--- src/rtl/sample_pacer.sv ---
module sample_pacer #(
  parameter int DIV_W    = 16,
  parameter int CONV_LAT = 96,
  parameter int DEPTH    = 4,
  parameter int RAW_W    = 12,
  parameter int DATA_W   = 16,
  localparam int PTR_W   = $clog2(DEPTH),
  localparam int LVL_W   = $clog2(DEPTH + 1),
  localparam int CNT_W   = $clog2(CONV_LAT)
) (
  input  logic              clk,
  input  logic              rst_n,
  input  logic              run,
  input  logic [DIV_W-1:0]  clkdiv,
  input  logic              fifo_en,
  input  logic              dreq_en,
  input  logic [LVL_W-1:0]  dreq_thresh,
  input  logic              shift8,
  input  logic [RAW_W-1:0]  conv_value,
  input  logic              conv_err,
  input  logic              rd_en,
  output logic [DATA_W-1:0] rd_data,
  output logic [LVL_W-1:0]  level,
  output logic              dreq,
  output logic              overflow
);
  logic [DIV_W-1:0]  pace_cnt;
  logic              busy;
  logic [CNT_W-1:0]  conv_cnt;
  logic [DATA_W-1:0] mem [DEPTH];
  logic [PTR_W-1:0]  wptr, rptr;
  logic [DATA_W-1:0] word;

  wire done  = busy && conv_cnt == '0;
  wire start = run && pace_cnt == '0 && (!busy || done);
  wire full  = level == LVL_W'(DEPTH);
  wire pop   = rd_en && level != '0;
  wire push  = done && fifo_en && (!full || pop);
  wire drop  = done && fifo_en && full && !pop;

  always_ff @(posedge clk or negedge rst_n) begin
    if (!rst_n) begin
      pace_cnt <= '0;
      busy     <= 1'b0;
      conv_cnt <= '0;
    end else begin
      if (start) pace_cnt <= clkdiv;
      else if (pace_cnt != '0) pace_cnt <= pace_cnt - 1'b1;
      if (start) begin
        busy     <= 1'b1;
        conv_cnt <= CNT_W'(CONV_LAT - 1);
      end else if (done) begin
        busy <= 1'b0;
      end else if (busy) begin
        conv_cnt <= conv_cnt - 1'b1;
      end
    end
  end

  always_comb begin
    word = '0;
    if (shift8) word[7:0] = conv_value[RAW_W-1 -: 8];
    else begin
      word[RAW_W-1:0] = conv_value;
      word[DATA_W-1]  = conv_err;
    end
  end

  always_ff @(posedge clk) begin
    if (push) mem[wptr] <= word;
  end

  always_ff @(posedge clk or negedge rst_n) begin
    if (!rst_n) begin
      wptr     <= '0;
      rptr     <= '0;
      level    <= '0;
      overflow <= 1'b0;
    end else begin
      if (push) wptr <= (wptr == PTR_W'(DEPTH - 1)) ? '0 : wptr + 1'b1;
      if (pop)  rptr <= (rptr == PTR_W'(DEPTH - 1)) ? '0 : rptr + 1'b1;
      if (push && !pop) level <= level + 1'b1;
      else if (pop && !push) level <= level - 1'b1;
      if (drop) overflow <= 1'b1;
    end
  end

  assign rd_data = mem[rptr];
  assign dreq    = dreq_en && level != '0 && level >= dreq_thresh;
endmodule

--- config.mk ---
export PLATFORM = sky130hd
export DESIGN_NAME = sample_pacer
export DESIGN_NICKNAME = d
export VERILOG_FILES = /design/src/rtl/sample_pacer.sv
export SDC_FILE = /design/constraint.sdc
export NUM_CORES = 1
export LEC_CHECK = 0
export BUFFER_PORTS_ARGS = -buffer_cell sky130_fd_sc_hd__buf_2
export CAP_MARGIN = 20
export CORE_UTILIZATION = 61
export DETAILED_ROUTE_END_ITERATION = 8
export PLACE_DENSITY = 0.87
export RECOVER_POWER = 100
export SYNTH_ARGS = -nofsm -noshare
export SYNTH_HDL_FRONTEND = slang
export SYNTH_SLANG_ARGS = --single-unit
--- constraint.sdc ---
create_clock -name clk -period 6.2 [get_ports clk]
set_clock_uncertainty 0.2 [all_clocks]
set_input_delay 0 -clock clk [delete_from_list [all_inputs] [get_ports clk]]
set_output_delay 0 -clock clk [all_outputs]
set_load 0.01 [all_outputs]
==> impl_results.md, run 1 <==
* Hold depth at 5
* Worst Hold Class: input port to flop
* Cells along the critical path: nor4_1 > nand3_1 > nor2_1 > and2_0
* Final global-route overflow total at 0
* Die Span X at 83.9 um
* Number of post-CTS setup repair buffers at 0
* Initial drt markers at 170
* Area enclosed by the die boundary at 7030 um^2
* Most instantiated library cell after synthesis: sky130_fd_sc_hd__edfxtp_1
* Initial standard-cell utilization of the core at 63.7%
* Clock Pin Slew Worst Setup and Hold Paths at 0.08 ns
* Leading cell types by count after synthesis: 52 x sky130_fd_sc_hd__edfxtp_1, 32 x sky130_fd_sc_hd__dfrtp_1, 13 x sky130_fd_sc_hd__ha_1, 13 x sky130_fd_sc_hd__mux4_2
* Data required time at the worst endpoint at 5.97 ns
* DRT Pass-1 Iters at 6
* Area share of the largest cell type after synthesis at 38.2%
* Remaining routing DRC violations at 8
* Hold violation count in the final report at 0
* Critical-path top delay cell: sky130_fd_sc_hd__and2_0
* Most area-hungry cell type in the Yosys netlist: sky130_fd_sc_hd__edfxtp_1
* Endpoint class of the critical path: flop
* RSZ-0062 raised after global routing: no
* Flip-flop and latch count after synthesis at 84
* Number of nets at the end of the flow at 443
* Total power of the final layout at 1.22 mW
* Netlist cell types at 56
* Violations in the final reports: design-rule violations, max-capacitance violations, max-slew violations
* Number of cells traversed by the worst register-to-register path at 4
* Origin of the worst setup path: conv_cnt[2]
* Worst ir drop on vdd at 0.256 mV
* Leakage power of the design at 1.82 nW
* Synthesized instance count at 295
* Fmax at 0.305 GHz
* Number of buffers added on ports at 56
* Vias in the first global route at 3,026
* Die Ht at 83.9 um
* Power Density at 245 nW/um^2
* Slack of the worst reg-to-reg path at 2.92 ns
* Total vias in the final route at 2,858
* Data arrival time of the worst path at 3.05 ns
* Clk sink count at 84
* Average via count per standard cell at 6.06
* Hold Crit Start: fifo_en
* Worst Path Max Fanout at 13
* Synthesized cell area at 4090 um^2
* Sequential element share of the synthesized area at 57.8%
* Syn-to-layout area delta at 21.4%
* Total routing resource utilization after global routing at 27.2%
* Num rows at 29
* Number of CTS-inserted buffers at 9
* Outcome: finished, violations left
* Clock tree from TritonCTS: yes
* Critical path class: flop to flop
* Resized Gates After CTS at 0
* Share of the cycle needed by the critical path after routing at 52.9%
* Clock root buffer: sky130_fd_sc_hd__clkbuf_8
* Time the worst path needs with I/O delays and setup at 3.28 ns
* Max-slew violations at 33
* Last weighted congestion value of the routability-driven placer at 0.824
* Post-route antenna net violation count at 0
* Clk Latency, worst-skew pair at 0.35 ns
* Worst reg2reg path endpoint: mem[1][9]
* Syn_area_per_cell at 13.9 um^2
* Final setup viols at 0
* Io pins at 60
* Setup ws final at 2.92 ns
* Fraction of synthesis flops using an asynchronous set or reset pin at 38.1%
* Warnings from Yosys at 0
* Leading post-synthesis cells by cell area: sky130_fd_sc_hd__edfxtp_1 38%, sky130_fd_sc_hd__dfrtp_1 20%, sky130_fd_sc_hd__mux4_2 7.2%
* Largest net degree at the start of global routing at 33
* Placeable core region at 6420 um^2
* Worst slack at placement at 3.40 ns
* Relative slew slack at -17.6%
* Max-capacitance violation count at 1
* Reg-to-reg critical path startpoint: conv_cnt[2]
* Count of buffer and inverter cells on the critical path at 0
* Top cell family by delay on the critical path: simple AND/OR/NAND/NOR gates
* Transition time at the pin with the least slew margin at 1.76 ns
* DRT Wirelength at 8.86 mm
* Fraction of layout instances using a drive strength above 1 at 21.8%
* Wire per inst at 18.8 um
* Initial antenna violation count at 0
* CTS H-Tree Depth at 3
* HPWL after detailed placement at 5.44 mm
* Post-synth EDFFs at 52
* Post-synth top flop: sky130_fd_sc_hd__edfxtp_1
* Sum of negative setup slack at 0 ns
* Largest stage delay on the critical path at 0.86 ns
* End point of the most critical hold path: wptr[0]
* Number of buffers on the longest clock path at 2
* Type of element launching the critical path: flop
* First-pass GRT wire length at 14.4 mm
* Count of inserted antenna diode cells at 0
## registers in the layout (all words and copies together) (netlist names)
register,flops
level,3
busy,1
rptr,2
pace_cnt,16
mem,52
conv_cnt,7
wptr,2
overflow,1
## area by class of cell
class	count	area, um^2
clock inverter	6	72.6
fill	395	1460
inverter	12	45.0
multi-input combinational	189	1620
timing repair buffer	94	636
tap	77	96.3
clock buffer	10	138
sequential	84	2360
## layer usage
layer | vias to the layer above | track usage [%] | wire, um
met2 | 98 | 48.5 | 4760
met5 | - | 0 | 0
met3 | 16 | 4.06 | 347
li1 | 1326 | - | -
met1 | 1418 | 31.7 | 3590
met4 | 0 | 14.6 | 173
## cell families after synthesis
kind of cell,after synthesis,synth area share (%)
simple gates,85,13.6
flops,84,57.8
compound gates,55,9.64
mux,24,10.2
buf+inv,24,2.57
fa+ha+maj,14,4.47
xor+xnor,8,1.71
other cells,1,0.0917
## stage by stage
step | area, um^2 | hold slack (ns) | utilization (%) | cells
after floorplan | 4100 | -0.496 | - | 297
after global placement | 4410 | -0.108 | 68.7 | 418
after detailed placement | 4410 | -0.0956 | 68.7 | 418
after CTS | 5000 | 0.0627 | 77.9 | 472
after global routing | 4960 | 0.109 | 77.3 | 472
final | 4960 | 0.0926 | 77.3 | 472
## power breakdown
group          internal [mW]  switching, mW  total (mW)
clock                  0.201          0.201       0.402
sequential             0.625         0.0570       0.682
combinational         0.0735         0.0603       0.134
## tightest hold or removal path: cells and delay by family
kind / cells / cell delay, ns
compound gates: 1 / 0.15
buf+inv: 1 / 0.10
simple gates: 3 / 0.33
## what timing repair did
action,4_1_cts,5_1_grt
setup endpoints to repair,0,0
hold endpoints to repair,105,0
hold buffers,38,0
## cells in the final DEF (no fill, tap or decap), types with 2 or more instances in the layout
master / instances
sky130_fd_sc_hd__and4_1: 3
sky130_fd_sc_hd__dlygate4sd3_1: 38
sky130_fd_sc_hd__a21oi_1: 12
sky130_fd_sc_hd__a221o_1: 2
sky130_fd_sc_hd__and2_1: 3
sky130_fd_sc_hd__a21o_1: 4
sky130_fd_sc_hd__and3_1: 3
sky130_fd_sc_hd__clkbuf_1: 20
sky130_fd_sc_hd__edfxtp_1: 52
sky130_fd_sc_hd__or3_1: 6
sky130_fd_sc_hd__nor4_2: 3
sky130_fd_sc_hd__a31oi_1: 5
sky130_fd_sc_hd__nor4_1: 3
sky130_fd_sc_hd__clkinv_4: 3
sky130_fd_sc_hd__nor3_1: 9
sky130_fd_sc_hd__nor4b_1: 2
sky130_fd_sc_hd__and2_0: 4
sky130_fd_sc_hd__mux2_1: 6
sky130_fd_sc_hd__buf_2: 36
sky130_fd_sc_hd__a211oi_2: 5
sky130_fd_sc_hd__nand2b_1: 2
sky130_fd_sc_hd__mux4_2: 13
sky130_fd_sc_hd__nor3b_1: 3
sky130_fd_sc_hd__inv_1: 12
sky130_fd_sc_hd__conb_1: 3
sky130_fd_sc_hd__mux2_2: 5
sky130_fd_sc_hd__a22oi_1: 2
sky130_fd_sc_hd__ha_1: 13
sky130_fd_sc_hd__a211oi_1: 9
sky130_fd_sc_hd__nor2_1: 12
sky130_fd_sc_hd__clkbuf_8: 10
sky130_fd_sc_hd__o21ai_0: 8
sky130_fd_sc_hd__nor2b_1: 7
sky130_fd_sc_hd__nand3_1: 5
sky130_fd_sc_hd__dfrtp_1: 32
sky130_fd_sc_hd__xor2_1: 3
sky130_fd_sc_hd__nand4_1: 6
sky130_fd_sc_hd__xnor2_1: 5
sky130_fd_sc_hd__nand2_1: 7
## worst max-delay path by stage
| stage | slack [ns] | endpoint | cells past startpoint |
|---|---|---|---|
| floorplan | 3.70 | level[2] | 9 |
| global placement | 3.54 | level[2] | 9 |
| detailed placement | 3.40 | level[2] | 9 |
| CTS | 3.37 | level[2] | 9 |
| global route | 2.72 | level[2] | 9 |
| finish | 2.92 | mem[1][9] | 4 |
Power figures use the tool's default switching activity.
==> run 2: changes to the inputs <==
--- a/config.mk
+++ b/config.mk
@@ -7,9 +7,9 @@
 export LEC_CHECK = 0
 export BUFFER_PORTS_ARGS = -buffer_cell sky130_fd_sc_hd__buf_2
 export CAP_MARGIN = 20
-export CORE_UTILIZATION = 61
+export CORE_UTILIZATION = 51
 export DETAILED_ROUTE_END_ITERATION = 8
-export PLACE_DENSITY = 0.87
+export PLACE_DENSITY = 0.78
 export RECOVER_POWER = 100
 export SYNTH_ARGS = -nofsm -noshare
 export SYNTH_HDL_FRONTEND = slang
==> constraint.sdc (replaced) <==
create_clock -name clk -period 2.95 [get_ports clk]
set_clock_uncertainty 0.2 [all_clocks]
set_input_delay 0 -clock clk [delete_from_list [all_inputs] [get_ports clk]]
set_output_delay 0 -clock clk [all_outputs]
set_load 0.01 [all_outputs]
==> run 2 against run 1 <==
  * The run ends with max-capacitance violations, max-slew violations left
  * Setup slack got worse by 2.6 ns
  * Fmax rose by 26%
  * Sequential share of layout area fell by 0.11 points
  * Routed wire length fell by 7.0%
  * Non-clock buffer count rose by 7
  * Combinational power rose by 93%
  * Largest cell class unchanged
==> impl_results.md, run 2 (synthesis gave the netlist of run 1 again) <==
* Reg-to-reg critical path startpoint: conv_cnt[0] (was conv_cnt[2])
* Leakage power of the design at 1.81 nW (was 1.82 nW)
* Number of post-CTS setup repair buffers at 0 (unchanged)
* Type of element launching the critical path: flop (unchanged)
* Final global-route overflow total at 0 (unchanged)
* Number of nets at the end of the flow at 450 (was 443)
* Data arrival time of the worst path at 2.45 ns (was 3.05 ns)
* Initial standard-cell utilization of the core at 52.9% (was 63.7%)
* Total routing resource utilization after global routing at 21.7% (was 27.2%)
* Initial drt markers at 143 (was 170)
* Register ranked first by flip-flop count: mem (unchanged)
* Power Density at 490 nW/um^2 (was 245 nW/um^2)
* Critical path class: flop to flop (unchanged)
* Wire per inst at 16.4 um (was 18.8 um)
* Num rows at 32 (was 29)
* Slack of the worst reg-to-reg path at 0.35 ns (was 2.92 ns)
* Highest-count cells in the layout ignoring fill and taps: 52 x sky130_fd_sc_hd__edfxtp_1, 37 x sky130_fd_sc_hd__dlygate4sd3_1, 34 x sky130_fd_sc_hd__buf_2 (was 52 x sky130_fd_sc_hd__edfxtp_1, 38 x sky130_fd_sc_hd__dlygate4sd3_1, 36 x sky130_fd_sc_hd__buf_2)
* Non-Filler Instances at 504 (was 472)
* Remaining routing DRC violations at 0 (was 8)
* DP Cell Count at 451 (was 418)
* Area of all sequential standard cells at 2360 um^2 (unchanged)
* Worst slack at placement at 0.408 ns (was 3.40 ns)
* Die Span X at 91.5 um (was 83.9 um)
* DRT Pass-1 Iters at 4 (was 6)
* Worst ir drop on vdd at 0.387 mV (was 0.256 mV)
* Number of cells traversed by the worst register-to-register path at 8 (was 4)
* Max-capacitance violation count at 1 (unchanged)
* RSZ-0062 raised after global routing: no (unchanged)
* Total vias in the final route at 2,806 (was 2,858)
* Critical-path top delay cell: sky130_fd_sc_hd__dfrtp_1 (was sky130_fd_sc_hd__and2_0)
* Time the worst path needs with I/O delays and setup at 2.60 ns (was 3.28 ns)
* Cells along the critical path: inv_1 > ha_1 > nor2b_1 > nand3_1 > nor2_1 > clkbuf_1 > and2_1 > clkbuf_2 (was nor4_1 > nand3_1 > nor2_1 > and2_0)
* Clk Latency, worst-skew pair at 0.35 ns (about the same)
* First-pass GRT wire length at 13.9 mm (was 14.4 mm)
* Io pins at 60 (unchanged)
* Largest registers in the final layout: mem x52, pace_cnt x16, conv_cnt x7 (unchanged)
* Hold violation count in the final report at 0 (unchanged)
* Setup ws final at 0.353 ns (was 2.92 ns)
* Last weighted congestion value of the routability-driven placer at 0.865 (was 0.824)
* Sum of negative setup slack at 0 ns (unchanged)
* Largest stage delay on the critical path at 0.43 ns (was 0.86 ns)
* Syn-to-layout area delta at 21.7% (was 21.4%)
* Number of buffers added on ports at 56 (unchanged)
* Final setup viols at 0 (unchanged)
* Max-slew violations at 33 (unchanged)
* Number of buffers on the longest clock path at 2 (unchanged)
* Post-route antenna net violation count at 0 (unchanged)
* Worst reg2reg path endpoint: mem[2][3] (was mem[1][9])
* Utilization of the core after routing at 64.4% (was 77.3%)
* Leading cell type in the layout, fill and taps excluded: sky130_fd_sc_hd__edfxtp_1 (unchanged)
* Transition time at the pin with the least slew margin at 1.76 ns (about the same)
* Outcome: finished, violations left (unchanged)
* End point of the most critical hold path: mem[1][12] (was wptr[0])
* Relative slew slack at -17.1% (was -17.6%)
* Placeable core region at 7730 um^2 (was 6420 um^2)
* Fmax at 0.385 GHz (was 0.305 GHz)
* Fillers at 579 (was 395)
* Die Ht at 91.5 um (was 83.9 um)
* Area of combinational cells with multiple inputs at 1590 um^2 (was 1620 um^2)
* Data required time at the worst endpoint at 2.80 ns (was 5.97 ns)
* Count of buffer and inverter cells on the critical path at 3 (was 0)
* Clock Pin Slew Worst Setup and Hold Paths at 0.09 ns (was 0.08 ns)
* Fraction of layout instances using a drive strength above 1 at 21.6% (was 21.8%)
* Average via count per standard cell at 5.57 (was 6.06)
* Worst Path Max Fanout at 7 (was 13)
* Vias in the first global route at 2,864 (was 3,026)
* Initial antenna violation count at 0 (unchanged)
* Count of inserted antenna diode cells at 0 (unchanged)
* Largest net degree at the start of global routing at 33 (unchanged)
* DRT Wirelength at 8.25 mm (was 8.86 mm)
* Worst Hold Class: input port to flop (unchanged)
* Clock root buffer: sky130_fd_sc_hd__clkbuf_8 (unchanged)
* Hold Crit Start: shift8 (was fifo_en)
* Area enclosed by the die boundary at 8380 um^2 (was 7030 um^2)
* Final Hold Slack at 0.0391 ns (was 0.0926 ns)
* Top cell family by delay on the critical path: simple AND/OR/NAND/NOR gates (unchanged)
* Clock tree from TritonCTS: yes (unchanged)
* CTS H-Tree Depth at 3 (unchanged)
* HPWL after detailed placement at 5.61 mm (was 5.44 mm)
* Hold depth at 2 (was 5)
* Number of CTS-inserted buffers at 9 (unchanged)
* Clk sink count at 84 (unchanged)
* Share of the cycle needed by the critical path after routing at 88.0% (was 52.9%)
* Violations in the final reports: max-capacitance violations, max-slew violations (was design-rule violations, max-capacitance violations, max-slew violations)
* Endpoint class of the critical path: flop (unchanged)
* Number of flip-flops under the largest register name at 52 (unchanged)
run 2: cell count changes in the layout (fill, tap and decap cells not counted), sizes merged:
cell and change:
bufinv -1, clkbuf +7, inv +2, dlygate4sd3 -1
run 2: report_power, final:
part           switching [mW]  internal [mW]  total (mW)
Sequential              0.112           1.31        1.43
Clock                   0.437          0.316       0.753
Combinational           0.117          0.141       0.258
run 2: how the worst max path moves through the flow:
stage                     cells past startpoint   startpoint  slack (ns)         end
after floorplan                               9  conv_cnt[3]        0.45    level[2]
after global placement                       11  conv_cnt[0]        0.49    level[2]
after detailed placement                     11  conv_cnt[0]        0.41    level[2]
after CTS                                    11  conv_cnt[0]        0.39    level[2]
after global routing                          8  conv_cnt[0]        0.13  mem[2][12]
final                                         8  conv_cnt[0]        0.35   mem[2][3]
run 2: final cells by class:
type	instances	share of cell area, %
inverters	12	0.905
repair buffers	101	13.4
flip-flops and latches	84	47.5
well taps	102	2.56
clock inverters	7	1.13
multi-input cells	189	32.0
clock buffers	9	2.49
run 2: repair_timing:
| item | 4_1_cts | 5_1_grt |
|---|---|---|
| resized for setup | 0 | 0 |
| hold buffers | 37 | 0 |
| endpoints found under the hold margin | 106 | 0 |
run 2: metrics by stage:
step / area, um^2 / power [mW]
3_3_place_gp: 4500 / 1.68
6_report: 4980 / 2.44
3_5_place_dp: 4500 / 1.69
5_1_grt: 4980 / 2.56
2_1_floorplan: 4100 / 1.60
4_1_cts: 5050 / 2.47
run 2: routing by layer:
layer / track usage (%) / vias to the layer above / share of wire (%)
met5: 0 / - / 0
met4: 6.35 / 0 / 1.2
met3: 3.43 / 11 / 4.2
met2: 37.9 / 76 / 51
met1: 27.9 / 1372 / 44
li1: - / 1347 / -
